--- src/rtl/sclk_div_pkg.sv ---
package sclk_div_pkg;
    parameter int EXP_W  = 4;
    parameter int LIN_W  = 8;
    localparam int REG_W = 1 + EXP_W + LIN_W;
    localparam int EXP_HALF_W = (1 << EXP_W) - 1;
    localparam int LIN_HALF_W = LIN_W + 1;
    localparam int HALF_W = (EXP_HALF_W > LIN_HALF_W) ? EXP_HALF_W : LIN_HALF_W;

    typedef struct packed {
        logic             lin_mode;
        logic [EXP_W-1:0] exp_div;
        logic [LIN_W-1:0] lin_div;
    } div_cfg_t;

    // Module clocks per half period of the serial clock
    function automatic logic [HALF_W-1:0] half_of(input div_cfg_t c);
        logic [HALF_W-1:0] one;
        int unsigned       n;
        one = HALF_W'(1);
        if (c.lin_mode) begin
            return HALF_W'(c.lin_div) + one;
        end
        n = (c.exp_div == '0) ? 1 : int'(c.exp_div);
        return one << (n - 1);
    endfunction
endpackage

--- src/rtl/sclk_cfg_reg.sv ---
module sclk_cfg_reg
    import sclk_div_pkg::*;
#(
    parameter int              ADDR_W     = 8,
    parameter int              DATA_W     = 32,
    parameter logic [ADDR_W-1:0] REG_OFFSET = 8'h24
) (
    input  logic              clk,
    input  logic              rst_n,
    input  logic              wr_en,
    input  logic [ADDR_W-1:0] addr,
    input  logic [DATA_W-1:0] wdata,
    output logic [DATA_W-1:0] rdata,
    input  logic              burst_active,
    input  logic              byte_boundary,
    output logic [HALF_W-1:0] act_half
);
    typedef struct packed {
        div_cfg_t          shadow;
        logic [HALF_W-1:0] half;
    } cfg_state_t;

    cfg_state_t st_d, st_q;
    logic       hit;
    logic       unused_hi;

    assign hit       = (addr == REG_OFFSET);
    assign unused_hi = ^wdata[DATA_W-1:REG_W];

    always_comb begin
        st_d = st_q;
        if (wr_en && hit) begin
            st_d.shadow = div_cfg_t'(wdata[REG_W-1:0]);
        end
        // Rate changes only while idle or at a byte boundary
        if (!burst_active || byte_boundary) begin
            st_d.half = half_of(st_d.shadow);
        end
    end

    always_ff @(posedge clk or negedge rst_n) begin
        if (!rst_n) begin
            st_q.shadow <= '0;
            st_q.half   <= HALF_W'(1);
        end else begin
            st_q <= st_d;
        end
    end

    assign rdata    = hit ? {{(DATA_W-REG_W){1'b0}}, st_q.shadow} : '0;
    assign act_half = st_q.half;
endmodule

--- src/rtl/sclk_half_counter.sv ---
module sclk_half_counter
    import sclk_div_pkg::*;
(
    input  logic              clk,
    input  logic              rst_n,
    input  logic              burst_active,
    input  logic              restart,
    input  logic              cpol,
    input  logic [HALF_W-1:0] half,
    output logic              tick,
    output logic              sclk
);
    typedef struct packed {
        logic [HALF_W-1:0] cnt;
        logic              lvl;
    } cnt_state_t;

    cnt_state_t st_d, st_q;

    assign tick = burst_active && (st_q.cnt >= (half - 1'b1));

    always_comb begin
        st_d = st_q;
        if (!burst_active) begin
            st_d.cnt = '0;
            st_d.lvl = cpol;
        end else begin
            st_d.lvl = st_q.lvl ^ tick;
            st_d.cnt = (tick || restart) ? '0 : st_q.cnt + 1'b1;
        end
    end

    always_ff @(posedge clk or negedge rst_n) begin
        if (!rst_n) begin
            st_q <= '0;
        end else begin
            st_q <= st_d;
        end
    end

    assign sclk = st_q.lvl;
endmodule

--- src/rtl/sclk_rate_gen.sv ---
module sclk_rate_gen
    import sclk_div_pkg::*;
#(
    parameter int                ADDR_W     = 8,
    parameter int                DATA_W     = 32,
    parameter logic [ADDR_W-1:0] REG_OFFSET = 8'h24
) (
    input  logic              clk,
    input  logic              rst_n,
    input  logic              cfg_wr_en,
    input  logic [ADDR_W-1:0] cfg_addr,
    input  logic [DATA_W-1:0] cfg_wdata,
    output logic [DATA_W-1:0] cfg_rdata,
    input  logic              cpol,
    input  logic              burst_active,
    input  logic              byte_boundary,
    output logic              sclk_tick,
    output logic              sclk
);
    logic [HALF_W-1:0] act_half;

    sclk_cfg_reg #(
        .ADDR_W    (ADDR_W),
        .DATA_W    (DATA_W),
        .REG_OFFSET(REG_OFFSET)
    ) u_cfg (
        .clk          (clk),
        .rst_n        (rst_n),
        .wr_en        (cfg_wr_en),
        .addr         (cfg_addr),
        .wdata        (cfg_wdata),
        .rdata        (cfg_rdata),
        .burst_active (burst_active),
        .byte_boundary(byte_boundary),
        .act_half     (act_half)
    );

    sclk_half_counter u_cnt (
        .clk         (clk),
        .rst_n       (rst_n),
        .burst_active(burst_active),
        .restart     (byte_boundary),
        .cpol        (cpol),
        .half        (act_half),
        .tick        (sclk_tick),
        .sclk        (sclk)
    );
endmodule

--- config.mk ---
export PLATFORM = sky130hd
export DESIGN_NAME = sclk_rate_gen
export DESIGN_NICKNAME = d
export VERILOG_FILES = /design/src/rtl/sclk_div_pkg.sv /design/src/rtl/sclk_cfg_reg.sv /design/src/rtl/sclk_half_counter.sv /design/src/rtl/sclk_rate_gen.sv
export SDC_FILE = /design/constraint.sdc
export NUM_CORES = 1
export LEC_CHECK = 0
export BUFFER_PORTS_ARGS = -buffer_cell sky130_fd_sc_hd__buf_2
export CAP_MARGIN = 20
export CORE_UTILIZATION = 30
export DETAILED_ROUTE_END_ITERATION = 7
export SLEW_MARGIN = 20
export SYNTH_ARGS = -nofsm -noshare
export SYNTH_HDL_FRONTEND = slang
export SYNTH_SLANG_ARGS = --single-unit
--- constraint.sdc ---
create_clock -name clk -period 4.48 [get_ports clk]
set_input_delay 0 -clock clk [delete_from_list [all_inputs] [get_ports clk]]
set_output_delay 0 -clock clk [all_outputs]
set_load 0.01 [all_outputs]
; ---- Word level (Yosys, flattened, before mapping)
; Cells that the tools add are included.
[word_totals]
wordCells = 29
out_inout_bits = 34
input_bits = 46
ff_bits = 44
[op_classes]
addsub = 4
n_reduce_logical = 6
n_bitwise = 1
n_shift = 1
n_eq_ne = 1
order_cmp = 1
mux = 9
[op_table]
columns = cell, n
row1 = $mux 15, 3
row2 = $shl 1x32->15 const A, 1
row3 = $sub 32x1->32 const B, 1
row4 = $mux 13, 2
row5 = $mux 16, 1
row6 = $add 15x1->15 const B, 1
row7 = $ge 15x15->1, 1
row8 = $sub 15x1->15 const B, 1
row9 = $add 8x1->9 const B, 1
row10 = $eq 8x6->1 const B, 1
row11 = $logic_not 4->1, 1
row12 = $mux 4, 1
row13 = $logic_and 1x1->1, 2
row14 = $logic_or 1x1->1, 2
row15 = $mux 1, 2
row16 = $logic_not 1->1, 1
row17 = $xor 1x1->1, 1

; ---- Logic depth before layout (Yosys ltp)
; Gate-level depths: netlist (run 1).
[logic_depth]
ltp_word = 8
ltp_mapped = 13
mapped_depth_nobuf = 12

; ---- Modules after synthesis
; A second synthesis (run 1) with hierarchy kept.
[unflattened]
cells_unflattened = 406
hier_area_um2 = 3642.2
[by_module_without_submodules]
columns = mod, seq_area_each_um2, area_per_inst_um2, instances, cells_per_inst
row1 = sclk_cfg_reg, 701.9, 2165.8, 1, 255
row2 = sclk_half_counter, 400.4, 1476.4, 1, 151

; ---- Worst setup path before layout (run 1)
; Ideal clock, no wire load.
[synth_timing]
kind = flip-flop to flip-flop
startpoint = register, netlist name u_cfg.act_half[2]
endpoint = register u_cnt.st_q[10] in the netlist's numbering
setup_ps = 72
period_less_slack_ps = 3175
arrival_time_ps = 3103
stages_incl_launch_ff = 13
n_path_buf = 1
path_slack_ps = 1305
required_ps = 4408
cell_sequence = dfrtp_1 -> nor4_1 -> nand2_1 -> or4_1 -> nor4_1 -> xnor2_1 -> ha_1 -> nand4_1 -> nor2_1 -> a221oi_1 -> nand4_1 -> clkbuf_1 -> nor2_1
[synth_rtl]
columns = item, line
row1 = end signal: assignment, sclk_half_counter.sv:37  ; st_q <= st_d;
row2 = end: declaration, sclk_half_counter.sv:18  ; cnt_state_t st_d, st_q;

; ---- Final worst setup path (run 1)
[layout_timing]
startpoint = register, netlist name u_cfg.act_half[2]
endpoint = output sclk_tick
[layout_via]
elab_chain_len = 3
[layout_lines]
columns = item, line
row1 = $sub 15x1->15, sclk_half_counter.sv:20  ; assign tick = burst_active && (st_q.cnt >= (half - 1'b1));
row2 = $ge 15x15->1, sclk_half_counter.sv:20
row3 = $logic_and 1x1->1, sclk_half_counter.sv:20
row4 = end: declaration, sclk_rate_gen.sv:17  ; output logic sclk_tick,
; Every way passes these cells.

==> flow_metrics.env, run 1 <==
export IMPL_firstDrtPassIters=4
export IMPL_cts_sinks=44
export IMPL_start_util_pct=31.2
export IMPL_cts_resized_gates=0
export IMPL_ff_latch_area_um2=1100
export IMPL_synth_edf_count=0
export IMPL_io_buffer_count=41
export IMPL_startpoint_type="flop"
export IMPL_arrival_ps=3540
export IMPL_yosysTopAreaCell="dfrtp_1"
export IMPL_irDropWorstVdd_mv=0.111
export IMPL_yosysWarnings=0
export IMPL_report_final_setup_viol=0
export IMPL_power_total_uw=988
export IMPL_crit_required_ps=4480
export IMPL_rows=37
export IMPL_relSlewSlack_pct=58.3
export IMPL_ys_flop_type="dfrtp_1"
export IMPL_fin_setup_tns_ps=0
export IMPL_routedWlPerCell_um=13.4
export IMPL_synthArstFlopShare_pct=100
export IMPL_drtIter0Drc=126
export IMPL_insertion_delay_ps=300
export IMPL_post_cts_buffers=0
export IMPL_drtAntennaViolNets=0
export IMPL_diodes=0
export IMPL_critPathBufInv=1
export IMPL_crit_start="u_cfg.act_half[2]"
export IMPL_die_w_um=106
export IMPL_max_cap_violations=0
export IMPL_cts_root_buf="clkbuf_8"
export IMPL_fin_crit_sh_pct=79.1
export IMPL_status="finished, final reports clean"
export IMPL_fin_crit_ps=3540
export IMPL_area_delta_synth_final_pct=16.0
export IMPL_max_stage_delay_ps=590
export IMPL_max_freq_ghz=0.282
export IMPL_path_max_fanout=5
export IMPL_num_vias=2725
export IMPL_drive_gt1_share_pct=15.7
export IMPL_cts_tree="done"
export IMPL_syn_instance_count=364
export IMPL_die_area_um2=11300
export IMPL_holdWs_ps=28.7
export IMPL_yosysSeqAreaShare_pct=33.9
export IMPL_vias_per_cell=4.89
export IMPL_rsz0062_at_grt="false"
export IMPL_grt_total_usage_pct=14.2
export IMPL_tightest_slew_ps=625
export IMPL_io_pins=80
export IMPL_cts_buffers=5
export IMPL_hold_path_class="input pin to flop"
export IMPL_core_um2=10400
export IMPL_power_leakage_uw=0.00184
export IMPL_h_tree_depth=2
export IMPL_synthTopCellsByArea="dfrtp_1 (33%), ha_1 (7.7%), xnor2_1 (5.9%)"
export IMPL_antenna_found_initial=0
export IMPL_cts_buffer_depth=2
export IMPL_path_cells="nor4_1, nand2_1, or4_1, nor4_1, xnor2_1, ha_1, nand4_1, nor2_1, a221oi_1, a31oi_1, buf_2"
export IMPL_grt_max_degree=45
export IMPL_report_final_hold_viol_count=0
export IMPL_multiInputGateArea_um2=1970
export IMPL_critical_path_cell_count=11
export IMPL_crit_top_cell="nor4_1"
export IMPL_p_per_area_nw_per_um2=262
export IMPL_r2r_end="u_cnt.st_q[13]"
export IMPL_synth_top_area_share_pct=33.1
export IMPL_synth_area_um2=3250
export IMPL_crit_slowest_cell="a221oi_1"
export IMPL_wl_um=7480
export IMPL_drv_slew=0
export IMPL_grt_overflow_total=0
export IMPL_criticalPathCategory="flop to output pin"
export IMPL_rrSetupSlack_ps=990
export IMPL_path_clk_slew_ps=90
export IMPL_cts_hold_fix_buffers=13
export IMPL_synth_distinct_cells=53
export IMPL_grt_pass1_vias=2632
export IMPL_grt_pass1_wl_um=12900
export IMPL_place_hpwl_um=5410
export IMPL_path_delay_family="simple AND/OR/NAND/NOR gates"
export IMPL_fillers=1064
export IMPL_final_nets=486
export IMPL_ys_seq_elements=44
export IMPL_crit_path_end="sclk_tick"
export IMPL_gp_congestion=0.849
export IMPL_avgSynthCellArea_um2=8.93
export IMPL_r2r_cells=12
export IMPL_endpoint_kind="output pin"
export IMPL_die_y_um=106
export IMPL_clock_skew_ps=12.3
export IMPL_drc=0
export IMPL_r2r_start="u_cfg.act_half[2]"
[layout by cell type (no fill, tap or decap), drive strengths merged, types with 8 or more instances in the layout]
cell,count
and3,19
buf,47
conb,19
dfrtp,43
dlygate4sd3,13
ha,20
inv,14
nand2,48
nand3,17
nand4,12
nor2,29
nor3,8
xnor2,22
xor2,13
[cells by family after synthesis]
group	after synthesis	synth area share, %
and+or+nand+nor	166	27.8
xor gates and xnor gates	35	9.43
buffers and inverters	43	7.43
adders and majority gates	20	7.70
DFF	44	33.9
muxes	7	2.23
AOI/OAI and AO/OA	48	11.4
other	1	0.115
[stage by stage]
step	util, %	std cells	instance area, um2	worst slack (ps)
finish	36.2	557	3770	938
detailed placement	34.1	536	3550	1020
global route	36.2	557	3770	649
global placement	34.1	536	3550	1110
CTS	36.2	557	3770	948
floorplan	-	382	3320	1300
[registers in the layout (all words and copies together), names as in the netlist]
name            flops
u_cfg.act_half     15
u_cnt.st_q         15
u_cnt.sclk          1
u_cfg.st_q         13
[worst min-delay path: stages]
cell     delay [ps]
buf_2            90
inv_1            60
nand2_1          70
o31ai_1          70
[final cells by class]
cell class / count / area share, %
Tap cell: 136 / 4.51
Inverter: 14 / 1.46
Clock inverter: 2 / 0.332
Timing Repair Buffer: 60 / 10.2
Clock buffer: 6 / 1.92
Sequential cell: 44 / 29.2
Multi-Input combinational cell: 295 / 52.4
[report_power, final]
group | internal (uW) | switching [uW]
registers | 415 | 18.1
clock network | 109 | 144
logic | 129 | 172
total | 654 | 334
[synth_stat cells (all sizes together) (3+ instances only)]
cell type  number
or3             5
nand4          12
xor2           13
nor3            8
ha             20
mux2i           5
nand2          48
o21ai           7
and2            3
or4             3
a22o            6
and3           19
nor2b           3
nor2           29
inv            14
nand3          17
nor4            4
clkbuf          6
nor4b           3
and4            3
xnor2          22
dfrtp          43
o2111ai         5
buf            23
nand2b          7
o211ai          6
a21oi           7
[how the worst min path moves through the flow]
stage | startpoint | to | slack, ps | cells past startpoint
after floorplan | rst_n | u_cfg.act_half[10] | -300 | 0
after detailed placement | rst_n | u_cnt.st_q[3] | 240 | 1
after global routing | cfg_wdata[2] | u_cfg.st_q[17] | 30 | 2
final | burst_active | u_cnt.sclk | 30 | 4
after global placement | cpol | u_cnt.sclk | 210 | 3
after CTS | burst_active | u_cnt.sclk | 20 | 4
[metal layers]
metal	part of all wire [%]	vias up	global-route usage [%]
li1	-	1373	-
met1	51	1279	20.3
met2	45	68	22.3
met3	4.1	5	2.51
met4	0.45	0	2.58
met5	0	-	0
Power figures use the tool's default switching activity.
==> run 2: changes to the inputs <==
==> constraint.sdc (replaced) <==
create_clock -name clk -period 3.05 [get_ports clk]
set_input_delay 0 -clock clk [delete_from_list [all_inputs] [get_ports clk]]
set_output_delay 0 -clock clk [all_outputs]
set_load 0.01 [all_outputs]
==> flow_metrics.env, run 2 (synthesized netlist as in run 1, its figures left out) <==
export IMPL_status="complete, but fails checks"
export IMPL_violations="setup timing"
export IMPL_rrSetupSlack_ps=90
export IMPL_arrival_ps=3090
export IMPL_grt_total_usage_pct=14.6
export IMPL_irDropWorstVdd_mv=0.183
export IMPL_hold_end="u_cfg.st_q[15]"
export IMPL_grt_max_degree=45
export IMPL_cts_tree="done"
export IMPL_max_cap_violations=0
export IMPL_crit_slowest_cell="or4_4"
export IMPL_endpoint_kind="output pin"
export IMPL_p_per_area_nw_per_um2=402
export IMPL_gr_usage_met3_pct=2.58
export IMPL_hold_path_class="input pin to flop"
export IMPL_drtAntennaViolNets=0
export IMPL_fin_util_pct=38.9
export IMPL_grtUsageMet1_pct=20.0
export IMPL_crit_required_ps=3050
export IMPL_max_freq_ghz=0.324
export IMPL_grt_overflow_total=0
export IMPL_critPathBufInv=2
export IMPL_criticalPathCategory="flop to output pin"
export IMPL_path_delay_family="simple AND/OR/NAND/NOR gates"
export IMPL_final_nets=498
export IMPL_die_w_um=106
export IMPL_cts_sinks=44
export IMPL_cts_buffers=5
export IMPL_r2r_cells=12
export IMPL_fin_crit_sh_pct=101
export IMPL_fin_crit_ps=3090
export IMPL_power_leakage_uw=0.00193
export IMPL_met2_usage_pct=24.0
export IMPL_drc=0
export IMPL_die_area_um2=11300
export IMPL_cts_buffer_depth=2
export IMPL_tightest_slew_ps=567
export IMPL_startpoint_type="flop"
export IMPL_vias_per_cell=4.92
export IMPL_firstDrtPassIters=5
export IMPL_grt_pass1_wl_um=13300
export IMPL_area_delta_synth_final_pct=24.8
export IMPL_gp_congestion=0.850
export IMPL_r2r_start="u_cfg.act_half[2]"
export IMPL_critical_path_cell_count=12
export IMPL_antenna_found_initial=0
export IMPL_path_clk_slew_ps=80
export IMPL_die_y_um=106
export IMPL_diodes=0
export IMPL_report_final_setup_viol=1
export IMPL_worstHoldPathCells=2
export IMPL_io_pins=80
export IMPL_mostFrequentLayoutCell="nand2_1"
export IMPL_core_um2=10400
export IMPL_path_max_fanout=3
export IMPL_layout_common_cells="nand2_1 (48), dfrtp_1 (43), buf_2 (40)"
export IMPL_relSlewSlack_pct=62.2
export IMPL_num_vias=2798
export IMPL_wl_um=7780
export IMPL_grt_pass1_vias=2730
export IMPL_routedWlPerCell_um=13.7
export IMPL_max_stage_delay_ps=480
export IMPL_rows=37
export IMPL_place_hpwl_um=5550
export IMPL_crit_top_cell="nor4_4"
export IMPL_grt_busiest_layer="met2"
export IMPL_rsz0062_at_grt="true"
export IMPL_drtIter0Drc=102
export IMPL_holdWs_ps=23.8
export IMPL_postLayoutSetupSlackWorst_ps=-40.7
export IMPL_drv_slew=0
export IMPL_fin_setup_tns_ps=-40.7
export IMPL_insertion_delay_ps=300
export IMPL_r2r_end="u_cnt.sclk"
export IMPL_drive_gt1_share_pct=24.2
export IMPL_start_util_pct=31.2
export IMPL_h_tree_depth=2
export IMPL_clock_skew_ps=4.72
export IMPL_io_buffer_count=41
export IMPL_path_cells="nor4_4, nand2_1, or4_4, nor4_4, xnor2_1, ha_1, nand4_1, nor2_2, a221oi_2, buf_4, a31oi_4, buf_2"
export IMPL_report_final_hold_viol_count=0
export IMPL_cts_root_buf="clkbuf_8"
export IMPL_hp_start="cfg_wdata[0]"
## run 2: cell count changes in the layout (fill, tap and decap cells not counted), sizes merged
cell	delta
clkinvlp	-1
dlygate4sd3	-1
bufinv	+1
buf	+13
## run 2: through the flow
stage / power, uW / setup WS [ps] / instances / instance area, um2
floorplan: 980 / 5.63 / 382 / 3330
global placement: 1100 / 67.7 / 546 / 3630
detailed placement: 1110 / 19.4 / 546 / 3630
CTS: 1630 / -5.88 / 568 / 3950
global route: 1740 / -220 / 569 / 4060
finish: 1630 / -40.7 / 569 / 4060
## run 2: area by class of cell
class	count	area, um2
Timing Repair Buffer	72	478
Clock buffer	6	72.6
Inverter	14	55.1
Clock inverter	2	35.0
Multi-Input combinational cell	295	2140
Tap cell	136	170
Sequential cell	44	1100
Fill cell	1067	6360
## run 2: worst max-delay path by stage
stage | startpoint | end | slack, ps
after floorplan | u_cfg.act_half[2] | u_cnt.st_q[10] | 6
after global placement | u_cfg.act_half[2] | u_cnt.sclk | 70
after detailed placement | u_cfg.act_half[2] | u_cnt.sclk | 20
after CTS | u_cfg.act_half[4] | sclk_tick | -6
after global routing | u_cfg.act_half[2] | sclk_tick | -220
final | u_cfg.act_half[2] | sclk_tick | -40
## run 2: layer usage
metal | up-vias | wire [um]
met3 | 4 | 413
met1 | 1320 | 3690
met4 | 0 | 38
met5 | - | 0
li1 | 1393 | -
met2 | 81 | 3640
## run 2: power breakdown
part / total [uW] / switching (uW) / internal (uW) / leakage, uW
registers: 637 / 27.3 / 610 / 0.000604
logic: 541 / 293 / 248 / 0.00127
clock network: 453 / 209 / 243 / 0.0000552
total: 1630 / 530 / 1100 / 0.00193
## run 2: timing repair
action / CTS / global route
buffers inserted: 2 / 1
cloned: 0 / 0
setup endpoints to repair: 2 / 17
hold endpoints to repair: 54 / 0
pin swaps: 4 / 19
hold buffers: 12 / 0
gates resized for setup: 11 / 28
